**src/rtl/iru_pkg.sv**
```systemverilog
package iru_pkg;
  localparam int OPC_W = 8;
  localparam int CCR_W = 5;

  typedef enum logic [3:0] {
    K_NONE, K_ILL, K_SUB, K_CMP, K_ADD, K_TAB, K_TBA,
    K_TSX, K_INS, K_DES, K_TXS
  } op_kind_e;

  typedef struct packed {
    logic h;
    logic n;
    logic z;
    logic v;
    logic c;
  } ccr_t;

  localparam logic [2:0] SEL_A   = 3'd0;
  localparam logic [2:0] SEL_B   = 3'd1;
  localparam logic [2:0] SEL_X   = 3'd2;
  localparam logic [2:0] SEL_SP  = 3'd3;
  localparam logic [2:0] SEL_CCR = 3'd4;
endpackage

```
**src/rtl/iru_decode.sv**
```systemverilog
module iru_decode
  import iru_pkg::*;
(
  input  logic [OPC_W-1:0] opc,
  output op_kind_e         kind
);
  always_comb begin
    case (opc)
      8'h10: kind = K_SUB;
      8'h11: kind = K_CMP;
      8'h1B: kind = K_ADD;
      8'h16: kind = K_TAB;
      8'h17: kind = K_TBA;
      8'h30: kind = K_TSX;
      8'h31: kind = K_INS;
      8'h34: kind = K_DES;
      8'h35: kind = K_TXS;
      8'h12, 8'h13, 8'h14, 8'h15, 8'h18, 8'h1A,
      8'h1C, 8'h1D, 8'h1E, 8'h1F,
      8'h38, 8'h3A, 8'h3C, 8'h3D: kind = K_ILL;
      default: kind = K_NONE;
    endcase
  end
endmodule

```
**src/rtl/iru_alu8.sv**
```systemverilog
module iru_alu8
  import iru_pkg::*;
#(
  parameter int DW = 8
) (
  input  op_kind_e      kind,
  input  logic [DW-1:0] a,
  input  logic [DW-1:0] b,
  input  ccr_t          ccr_in,
  output logic [DW-1:0] a_nxt,
  output logic [DW-1:0] b_nxt,
  output ccr_t          ccr_nxt
);
  localparam int HB = DW / 2;

  logic [DW:0]   sum;
  logic [DW:0]   diff;
  logic [HB:0]   half;
  logic [DW-1:0] moved;

  assign sum   = {1'b0, a} + {1'b0, b};
  assign diff  = {1'b0, a} - {1'b0, b};
  assign half  = {1'b0, a[HB-1:0]} + {1'b0, b[HB-1:0]};
  assign moved = (kind == K_TAB) ? a : b;

  always_comb begin
    a_nxt   = a;
    b_nxt   = b;
    ccr_nxt = ccr_in;
    case (kind)
      K_SUB, K_CMP: begin
        if (kind == K_SUB) a_nxt = diff[DW-1:0];
        ccr_nxt.n = diff[DW-1];
        ccr_nxt.z = (diff[DW-1:0] == '0);
        ccr_nxt.v = (a[DW-1] ^ b[DW-1]) & (diff[DW-1] ^ a[DW-1]);
        ccr_nxt.c = diff[DW];
      end
      K_ADD: begin
        a_nxt     = sum[DW-1:0];
        ccr_nxt.h = half[HB];
        ccr_nxt.n = sum[DW-1];
        ccr_nxt.z = (sum[DW-1:0] == '0);
        ccr_nxt.v = ~(a[DW-1] ^ b[DW-1]) & (sum[DW-1] ^ a[DW-1]);
        ccr_nxt.c = sum[DW];
      end
      K_TAB, K_TBA: begin
        if (kind == K_TAB) b_nxt = moved;
        else               a_nxt = moved;
        ccr_nxt.n = moved[DW-1];
        ccr_nxt.z = (moved == '0);
        ccr_nxt.v = 1'b0;
      end
      default: ;
    endcase
  end
endmodule

```
**src/rtl/iru_ptr16.sv**
```systemverilog
module iru_ptr16
  import iru_pkg::*;
#(
  parameter int PW = 16
) (
  input  op_kind_e      kind,
  input  logic [PW-1:0] x,
  input  logic [PW-1:0] sp,
  output logic [PW-1:0] x_nxt,
  output logic [PW-1:0] sp_nxt
);
  localparam logic [PW-1:0] ONE = PW'(1);

  logic [PW-1:0] sp_up;
  logic [PW-1:0] sp_dn;
  logic [PW-1:0] x_dn;

  assign sp_up = sp + ONE;
  assign sp_dn = sp - ONE;
  assign x_dn  = x - ONE;

  always_comb begin
    x_nxt  = x;
    sp_nxt = sp;
    case (kind)
      K_TSX: x_nxt  = sp_up;
      K_INS: sp_nxt = sp_up;
      K_DES: sp_nxt = sp_dn;
      K_TXS: sp_nxt = x_dn;
      default: ;
    endcase
  end
endmodule

```
**src/rtl/inh_exec_unit.sv**
```systemverilog
module inh_exec_unit
  import iru_pkg::*;
#(
  parameter int DW = 8,
  parameter int PW = 16
) (
  input  logic             clk,
  input  logic             rst_n,
  input  logic             op_valid,
  input  logic [OPC_W-1:0] op_code,
  input  logic             dbg_we,
  input  logic [2:0]       dbg_sel,
  input  logic [PW-1:0]    dbg_wdata,
  output logic [DW-1:0]    acc_a_o,
  output logic [DW-1:0]    acc_b_o,
  output logic [PW-1:0]    idx_o,
  output logic [PW-1:0]    stk_o,
  output logic [CCR_W-1:0] flags_o,
  output logic             done_o,
  output logic             illegal_o
);
  logic [DW-1:0] a_q, b_q, a_d, b_d, a_alu, b_alu;
  logic [PW-1:0] x_q, sp_q, x_d, sp_d, x_ptr, sp_ptr;
  ccr_t          ccr_q, ccr_d, ccr_alu;
  logic          done_d, ill_d, reg_en;
  op_kind_e      kind, kind_g;

  iru_decode u_dec (.opc(op_code), .kind(kind));

  assign kind_g = op_valid ? kind : K_NONE;

  iru_alu8 #(.DW(DW)) u_alu (
    .kind(kind_g), .a(a_q), .b(b_q), .ccr_in(ccr_q),
    .a_nxt(a_alu), .b_nxt(b_alu), .ccr_nxt(ccr_alu)
  );

  iru_ptr16 #(.PW(PW)) u_ptr (
    .kind(kind_g), .x(x_q), .sp(sp_q), .x_nxt(x_ptr), .sp_nxt(sp_ptr)
  );

  assign reg_en = op_valid | dbg_we;

  always_comb begin
    a_d   = a_alu;
    b_d   = b_alu;
    x_d   = x_ptr;
    sp_d  = sp_ptr;
    ccr_d = ccr_alu;
    if (!op_valid && dbg_we) begin
      case (dbg_sel)
        SEL_A:   a_d   = dbg_wdata[DW-1:0];
        SEL_B:   b_d   = dbg_wdata[DW-1:0];
        SEL_X:   x_d   = dbg_wdata;
        SEL_SP:  sp_d  = dbg_wdata;
        SEL_CCR: ccr_d = ccr_t'(dbg_wdata[CCR_W-1:0]);
        default: ;
      endcase
    end
    done_d = op_valid && (kind != K_NONE) && (kind != K_ILL);
    ill_d  = op_valid && (kind == K_ILL);
  end

  always_ff @(posedge clk or negedge rst_n) begin
    if (!rst_n) begin
      a_q   <= '0;
      b_q   <= '0;
      x_q   <= '0;
      sp_q  <= '0;
      ccr_q <= '0;
    end else if (reg_en) begin
      a_q   <= a_d;
      b_q   <= b_d;
      x_q   <= x_d;
      sp_q  <= sp_d;
      ccr_q <= ccr_d;
    end
  end

  always_ff @(posedge clk or negedge rst_n) begin
    if (!rst_n) begin
      done_o    <= 1'b0;
      illegal_o <= 1'b0;
    end else begin
      done_o    <= done_d;
      illegal_o <= ill_d;
    end
  end

  assign acc_a_o = a_q;
  assign acc_b_o = b_q;
  assign idx_o   = x_q;
  assign stk_o   = sp_q;
  assign flags_o = ccr_q;
endmodule

```
**config.mk**
```make
export PLATFORM = sky130hd
export DESIGN_NAME = inh_exec_unit
export DESIGN_NICKNAME = d
export VERILOG_FILES = /design/src/rtl/iru_pkg.sv /design/src/rtl/iru_decode.sv /design/src/rtl/iru_alu8.sv /design/src/rtl/iru_ptr16.sv /design/src/rtl/inh_exec_unit.sv
export SDC_FILE = /design/constraint.sdc
export NUM_CORES = 1
export LEC_CHECK = 0
export ABC_AREA = 0
export BUFFER_PORTS_ARGS = -buffer_cell sky130_fd_sc_hd__buf_2
export CELL_PAD_IN_SITES_DETAIL_PLACEMENT = 0
export CELL_PAD_IN_SITES_GLOBAL_PLACEMENT = 1
export CORE_ASPECT_RATIO = 0.7
export CORE_MARGIN = 2
export CORE_UTILIZATION = 45
export DETAILED_ROUTE_END_ITERATION = 10
export GPL_ROUTABILITY_DRIVEN = 0
export PLACE_DENSITY_LB_ADDON = 0.05
export SYNTH_ARGS = -nofsm -noshare
export SYNTH_HDL_FRONTEND = slang
export SYNTH_SLANG_ARGS = --single-unit
```
**constraint.sdc**
```tcl
create_clock -name clk -period 5.6 [get_ports clk]
set_input_delay 1.12 -clock clk [delete_from_list [all_inputs] [get_ports clk]]
set_output_delay 1.12 -clock clk [all_outputs]
set_load 0.01 [all_outputs]
```
Word-level counts from Yosys, hierarchy flattened
Memory sizes are Yosys's and may differ from the RTL's.
Cells that the tools add are included.

storage, ports and cells
  bits in registers = 55
  memory bits (read-only) = 256
  input bits = 31
  memories kept = 1

operators by class
  $add $sub $neg = 6
  equality and inequality tests = 15
  multiplexer cells = 23
  bitwise operators = 7
  reduce and logical (&&, ||, !) cells = 13

memory list
  name              depth  bits a word  read ports  clocked after Yosys merged registers in  write ports  RTL line         RTL
  (name not given)  64     4            1           0                                        0            iru_decode.sv:8  case (opc)

operators with widths
  kind                     number
  $mux W16                 5
  $mux W8                  9
  $pmux W16 S3             1
  $sub A16 B1 Y16 const B  2
  $logic_not A8 Y1         3
  $pmux W8 S3              1
  $add A16 B1 Y16 const B  1
  $eq A4 B3 Y1 const B     4
  $eq A4 B4 Y1 const B     3
  $mux W5                  2
  $add A8 B8 Y9            1
  $pmux W3 S3              1
  $sub A8 B8 Y9            1
  $eq A4 B2 Y1 const B     2
  $mux W4                  2
  $eq A3 B2 Y1 const B     2
  $add A4 B4 Y5            1
  $eq A4 B1 Y1 const B     1
  $logic_and A1 B1 Y1      4
  $ne A4 B1 Y1 const B     1
  $reduce_bool A4 Y1       1
  $reduce_or A2 Y1         2
  $eq A3 B1 Y1 const B     1
  $eq A3 B3 Y1 const B     1
  9 further kinds          12

Logic depth before layout (Yosys ltp)
Gate-level depths: netlist of the first run.

  depth after elaboration = 9
  depth in mapped cells = 14
  mapped depth without buffers = 11

Modules after synthesis
From an unflattened synthesis of the first run, not the netlist that was laid out.

unflattened totals
  cell total of the unflattened synthesis = 834
  area total of the unflattened synthesis = 5960.7 sq um

modules (own cells, without submodules)
  module         instances  cells an instance  area an instance (sq um)  seq. area each (sq um)
  inh_exec_unit  1          317                2723.9                    1376.3
  iru_ptr16      1          268                1621.6                    0.0
  iru_alu8       1          224                1476.4                    0.0
  iru_decode     1          25                 138.9                     0.0

Worst setup path after synthesis of the first run
No wires, ideal clock.

  path type = input to register
  from = input op_code[6]
  to = register sp_q[14] (netlist: stk_o[14])
  library setup time = 0.077 ns
  arrival time = 3.907 ns
  data required time = 5.523 ns
  slack = 1.616 ns
  cell stages on the path = 14
  buffers on the path = 3
  cells stage by stage = and4bb_2 -> buf_4 -> nand4_1 -> clkbuf_1 -> mux2i_1 -> ha_1 -> buf_4 -> nor4b_1 -> nor4b_4 -> nand2_1 -> nor4_1 -> xor2_1 -> o211ai_1 -> a21oi_1

on the way
  word-level cells in the longest chain between the ends = 7
  elaborated cells on any way between the ends = 9
  classes of those cells = eq/ne (3); mux (5); reduce/logical (1)

RTL lines
  what                  RTL line             RTL
  from (decl)           inh_exec_unit.sv:10  input logic [OPC_W-1:0] op_code,
  $logic_not A2 Y1 *    iru_decode.sv:8
  $mux W4 *             iru_decode.sv:8
  $mux W4 *             inh_exec_unit.sv:30  assign kind_g = op_valid ? kind : K_NONE;
  $eq A4 B4 Y1          iru_ptr16.sv:25      case (kind)
  $pmux W16 S3 *        iru_ptr16.sv:25
  $mux W16              inh_exec_unit.sv:50  case (dbg_sel)
  $mux W16 *            inh_exec_unit.sv:49  if (!op_valid && dbg_we) begin
  to (signal assigned)  inh_exec_unit.sv:74  sp_q <= sp_d;
  to (decl)             inh_exec_unit.sv:23  logic [PW-1:0] x_q, sp_q, x_d, sp_d, x_ptr, sp_ptr;

Mark *: on every way between the ends. The rest lies on a longest branch, timed or not.
A chain may end at the register's enable or synchronous reset.

Final worst setup path of the first run
Same ends and word-level chain as after synthesis.

==> results of run 1 <==
-- registers in the layout, summed over array words and instances (netlist names) --
signal and count:
illegal_o 1, acc_b_o 8, done_o 1, flags_o 5, idx_o 16, stk_o 16, acc_a_o 8
-- power groups by stage --
| stage | clock (µW) | sequential [µW] | combinational (µW) |
|---|---|---|---|
| after floorplan | 0 | 661 | 692 |
| after global placement | 0 | 711 | 964 |
| after detailed placement | 0 | 712 | 971 |
| after CTS | 330 | 705 | 979 |
| after global routing | 347 | 731 | 1100 |
| final | 323 | 712 | 995 |
-- Yosys cell counts (5+ instances only) --
| cell | n | area share (%) |
|---|---|---|
| a211oi_1 | 10 | 1.5 |
| a21oi_1 | 39 | 3.9 |
| a221oi_1 | 10 | 1.8 |
| a31oi_1 | 17 | 2.1 |
| and2_1 | 6 | 0.76 |
| and3_1 | 7 | 0.88 |
| buf_2 | 13 | 1.3 |
| clkbuf_1 | 24 | 1.8 |
| dfrtp_1 | 55 | 28 |
| ha_1 | 18 | 4.5 |
| inv_1 | 25 | 1.9 |
| mux2i_1 | 6 | 1.2 |
| nand2_1 | 61 | 4.6 |
| nand2b_1 | 6 | 0.76 |
| nand3_1 | 23 | 2.3 |
| nand4_1 | 7 | 0.88 |
| nor2_1 | 81 | 6.1 |
| nor2b_1 | 7 | 0.88 |
| nor3_1 | 23 | 2.3 |
| nor4_1 | 16 | 2.0 |
| o211ai_1 | 5 | 0.76 |
| o21ai_0 | 26 | 2.6 |
| o22ai_1 | 28 | 3.5 |
| xnor2_1 | 25 | 4.4 |
| xor2_1 | 22 | 3.9 |
-- per-layer routing --
metal / share of wire (%) / routed length (µm) / track usage, %
met1: 50 / 8930 / 50.3
met2: 39 / 6950 / 38.8
met3: 11 / 1900 / 7.29
met4: 1.4 / 255 / 6.90
met5: 0 / 0 / 0
-- cell type report --
class | count | area (µm²)
Clock buffer | 5 | 125
Clock inverter | 3 | 20.0
Fill cell | 1121 | 5310
Inverter | 25 | 93.8
Multi-Input combinational cell | 522 | 3310
Sequential cell | 55 | 1380
Tap cell | 153 | 191
Timing Repair Buffer | 91 | 470
-- worst max-delay path by stage --
stage	cells after the start	endpoint	slack (ps)	from
3_3_place_gp	12	stk_o[14]$_DFFE_PN0P_	970	op_code[6]
4_1_cts	12	stk_o[14]$_DFFE_PN0P_	1060	op_code[6]
5_1_grt	12	stk_o[14]$_DFFE_PN0P_	670	op_code[6]
6_report	12	stk_o[14]$_DFFE_PN0P_	980	op_code[6]
2_1_floorplan	14	stk_o[14]$_DFFE_PN0P_	1620	op_code[6]
3_5_place_dp	12	stk_o[14]$_DFFE_PN0P_	770	op_code[6]
-- metrics by stage --
stage	power, µW	area (µm²)	cells	utilization (%)	worst slack (ps)
detailed placement	1680	5440	846	50.0	766
global placement	1670	5440	846	50.0	971
CTS	2010	5590	854	51.3	1060
global route	2170	5590	854	51.3	666
finish	2030	5590	854	51.3	978
floorplan	1350	4960	644	-	1620
-- logic make-up (layout without fill, tap and decap cells) --
kind of cell	Yosys count	count (layout)	share of synthesized area, %
AO/OA/AOI/OAI	179	179	24.2
adder cells (fa/ha/maj)	20	20	5.35
flip-flops	55	55	27.7
AND/OR/NAND/NOR	270	270	27.7
multiplexers	6	6	1.21
buffers and inverters	67	124	5.60
XOR/XNOR	47	47	8.30
-- worst max-delay path, stage by stage --
cell      delay [ps]
buf_2            100
and4bb_2         470
nand4_1          590
mux2i_1          390
ha_1             360
nor4b_1          530
nor4b_4          400
nand2_1          150
nor4_1           260
xor2_1           180
o211ai_1         100
a21oi_1          180
==> flow_summary.toml, run 1 <==
[critical_path]
end_kind = "register"
reg2reg_depth = 9
reg2reg_setup_slack_ps = 2490
critPathRequiredTime_ps = 5820
path_class = "in2reg"
start_kind = "input port"
r2r_start = "acc_b_o[0]$_DFFE_PN0P_"
crit_arrival_ps = 4840
cp_max_fo = 14
rr_endpoint = "acc_a_o[6]$_DFFE_PN0P_"

[detailed_routing]
vias = 5307
post-route-drc-count = 0
drt_pre_antenna_iters = 5
drt-initial-drc-count = 551
wl_um = 18000
drt.antenna.violating_nets = 0
viasPerCell = 6.21
wl_per_cell_um = 21.1

[cts]
insertion_delay_ps = 300
hold_buffers = 0
htreeDepth = 2
root_buffer = "clkbuf_16"
cts_resized = 0
clkTransAtPathRegs_ps = 80
cts.sinks = 55
tritoncts = "yes"
cts_buffers = 5
clockBufferDepth = 2
post-cts-setup-buffers = 0

[grt]
grt_start_max_net_pins = 56
grt_use_total_pct = 30.5
grt_pass1_wl_um = 27800
grt_pass1_vias = 4768
gr-total-overflow = 0
grt_antenna_before_repair = 0

[die]
die_h_um = 91.9
initial_utilization_pct = 45.6
core_area_um2 = 10900
fp.dieW_um = 130
die_area_um2 = 11900
num_rows = 32
pin_count = 86

[layout]
drive_gt1_share_pct = 16.8
fin_nets = 751
syn_to_final_growth_pct = 12.6
insertedDiodeCount = 0
layout_common_cells = "85 x buf_2, 81 x nor2_1, 61 x nand2_1"
layout_commonest_cell = "buf_2"

[pwr]
p_clk_share_pct = 15.9
p_comb_share_pct = 49.0
sw_frac_of_total_pct = 46.7
internal_power_uw = 1080
seq_power_share_pct = 35.1
cellPowerDensity_nw_per_um2 = 363
vdd_drop_max_uv = 223
power.leakage_uw = 0.00230
power.switching_uw = 948

[timing]
finalSetupTns_ps = 0
maxSlewHeadroom_pct = 31.7
final_max_slew_viol_count = 0
holdWs_ps = 537
post-route-min-period_ps = 4620
finalSetupViolations = 0
max_freq_mhz = 216
hold_viol_final = 0
rsz0062_at_grt = "no"
fin_worst_skew_ps = 5.63
worstMarginPinSlew_ps = 1020
period_share_pct = 82.5

[logic_synthesis]
ys.flop_type = "dfrtp_1"
async_flop_share_pct = 100
synth_area_um2 = 4960
netlist_instances = 644
syn_nets = 695
yosysSeqAreaShare_pct = 27.7
ys_types = 72
synth.avg_cell_area_um2 = 7.71
synth_seq_cells = 55
ys_warn_count = 0
synth_edf_count = 0

[run]
drv_cap = 0

[status]
outcome = "completed"

[placement]
dpl.hpwl_um = 13300
numPortBuffers = 85

[min_path]
hold_path_depth = 2
min_path_type = "reg2reg"
hold_start = "flags_o[1]$_DFFE_PN0P_"
min_to = "flags_o[1]$_DFFE_PN0P_"
No activity file was read; power rests on OpenSTA's default activity.
==> run 2, diff against run 1 <==
- CORE_UTILIZATION: 45 -> 42
- clock period: 5.6 -> 4.51 ns (I/O delays scaled with it)
==> run 2 against run 1 <==
Effect of this change: sequential share of layout area decreased by 0.18 points; worst setup slack worse by 390 ps; hold slack got worse by 24 ps; clock skew rose by 2.9 ps; global-route usage down 1.1 points; sequential power is 24% higher; sequential cell count stayed put; die area up 6.9%; via count down 1.8%; non-clock buffer count grew 3; critical path type unchanged; design area is 0.74% higher; clock power increased by 37%; largest cell class unchanged.
==> flow_summary.toml, run 2 (same netlist as run 1, synthesis figures left out) <==
[cts]
clockBufferDepth = 2
cts_buffers = 5
post-cts-setup-buffers = 0
tritoncts = "yes"
cts_resized = 0
insertion_delay_ps = 300
cts.sinks = 55
hold_buffers = 0
clkTransAtPathRegs_ps = 70
root_buffer = "clkbuf_16"
htreeDepth = 2

[die]
pin_count = 86
num_rows = 33
core_area_um2 = 11600
die_h_um = 94.9
fp.dieW_um = 134
initial_utilization_pct = 42.8
die_area_um2 = 12700

[placement]
place_ws_ps = 339
dp.cells = 853
dpl.hpwl_um = 13600
numPortBuffers = 85

[critical_path]
crit_arrival_ps = 4150
crit_buf_inv = 2
cp_max_fo = 14
path_depth = 13
crit_slowest_cell = "nor4b_1"
slowest_delay_ps = 500
start_kind = "input port"
critPathRequiredTime_ps = 4740
end_kind = "register"
reg2reg_depth = 9
cp_cell_sequence = "buf_2, and4bb_2, nand4_1, buf_4, mux2i_1, ha_1, nor4b_1, nor4b_4, nand2_1, nor4_1, xor2_1, o211ai_1, a21oi_1"
crit_family = "simple AND/OR/NAND/NOR gates"
path_class = "in2reg"

[grt]
top_usage_layer = "met1"
grt.met2_usage_pct = 39.2
grt_antenna_before_repair = 0
grt_pass1_wl_um = 28700
grt_start_max_net_pins = 32
met3_usage_pct = 7.14
groute.layer.met1.usage_pct = 46.9
grt_pass1_vias = 4890
gr-total-overflow = 0
grt_use_total_pct = 29.5

[pwr]
internal_power_uw = 1400
power.leakage_uw = 0.00233
power.switching_uw = 1160
p_comb_share_pct = 48.3
cellPowerDensity_nw_per_um2 = 455
seq_power_share_pct = 34.4
sw_frac_of_total_pct = 45.4
p_clk_share_pct = 17.4
vdd_drop_max_uv = 244

[timing]
fin_worst_skew_ps = 8.53
final_max_slew_viol_count = 0
post-route-min-period_ps = 3920
worstMarginPinSlew_ps = 949
max_freq_mhz = 255
period_share_pct = 87.0
setup_slack_ps = 588
hold_viol_final = 0
maxSlewHeadroom_pct = 36.1
finalSetupViolations = 0
finalSetupTns_ps = 0
rsz0062_at_grt = "no"

[layout]
fin_util_pct = 48.5
drive_gt1_share_pct = 16.9
seq_area_um2 = 1380
post_layout_nonfiller_instances = 860
insertedDiodeCount = 0
fin_nets = 754
layout_commonest_cell = "buf_2"
syn_to_final_growth_pct = 13.4
fillers = 1183
multiInputGateArea_um2 = 3310
layout_common_cells = "85 x buf_2, 81 x nor2_1, 61 x nand2_1"

[detailed_routing]
wl_per_cell_um = 21.4
drt-initial-drc-count = 719
post-route-drc-count = 0
wl_um = 18400
drt.antenna.violating_nets = 0
drt_pre_antenna_iters = 6
viasPerCell = 6.06
vias = 5211

[min_path]
min_path_type = "reg2reg"
hold_path_depth = 2

[status]
outcome = "completed"

[run]
drv_cap = 0
==> run 2: cell count changes in the layout (fill, tap and decap cells not counted) <==
| cell | change |
|---|---|
| bufinv_16 | +1 |
| clkinv_2 | -1 |
| buf_4 | +3 |
| clkinvlp_4 | -2 |
| clkbuf_1 | +1 |
==> run 2: power groups by stage <==
| stage | logic (µW) | registers [µW] | clock network (µW) |
|---|---|---|---|
| 2_1_floorplan | 859 | 821 | 0 |
| 3_3_place_gp | 1200 | 879 | 0 |
| 3_5_place_dp | 1210 | 881 | 0 |
| 4_1_cts | 1220 | 872 | 457 |
| 5_1_grt | 1370 | 903 | 479 |
| 6_report | 1240 | 881 | 444 |
==> run 2: path summary, 6_finish.rpt <==
kind	from	end	slack, ps
setup reg to reg	acc_a_o[0]$_DFFE_PN0P_	flags_o[2]$_DFFE_PN0P_	1400
max in group asynchronous	rst_n	acc_b_o[4]$_DFFE_PN0P_	3000
hold reg to reg	flags_o[1]$_DFFE_PN0P_	flags_o[1]$_DFFE_PN0P_	510
hold / removal	flags_o[1]$_DFFE_PN0P_	flags_o[1]$_DFFE_PN0P_	510
setup / recovery	op_code[6]	stk_o[14]$_DFFE_PN0P_	590
min in group asynchronous	rst_n	done_o$_DFF_PN0_	620
==> run 2: worst reg2reg max path, stage by stage, from the launching register on <==
cell and delay (ps):
dfrtp_1 480, ha_1 280, fa_1 470, nor2b_1 180, o31ai_1 700, nand2_1 120, a2111o_1 430, nor3_1 180
nand4_1 120, nand3_1 100
==> run 2: metal layers <==
layer / up-vias / routed length [µm]
met2: 230 / 7080
met4: 0 / 200
met3: 16 / 1760
li1: 2484 / -
met5: - / 0
met1: 2481 / 9380
==> run 2: layout make-up <==
class                   count  share of cell area (%)
inverters                  25                    1.67
multi-input cells         522                    58.8
well taps                 157                    3.49
flip-flops and latches     55                    24.5
clock buffers               6                    2.29
repair buffers             94                    8.76
clock inverters             1                   0.534
==> run 2: per-stage QoR <==
step           area [µm²]  power (µW)  hold WS [ps]
2_1_floorplan        4960        1680           552
3_3_place_gp         5470        2080           515
3_5_place_dp         5470        2090           513
4_1_cts              5630        2550           529
5_1_grt              5630        2760           579
6_report             5630        2560           513
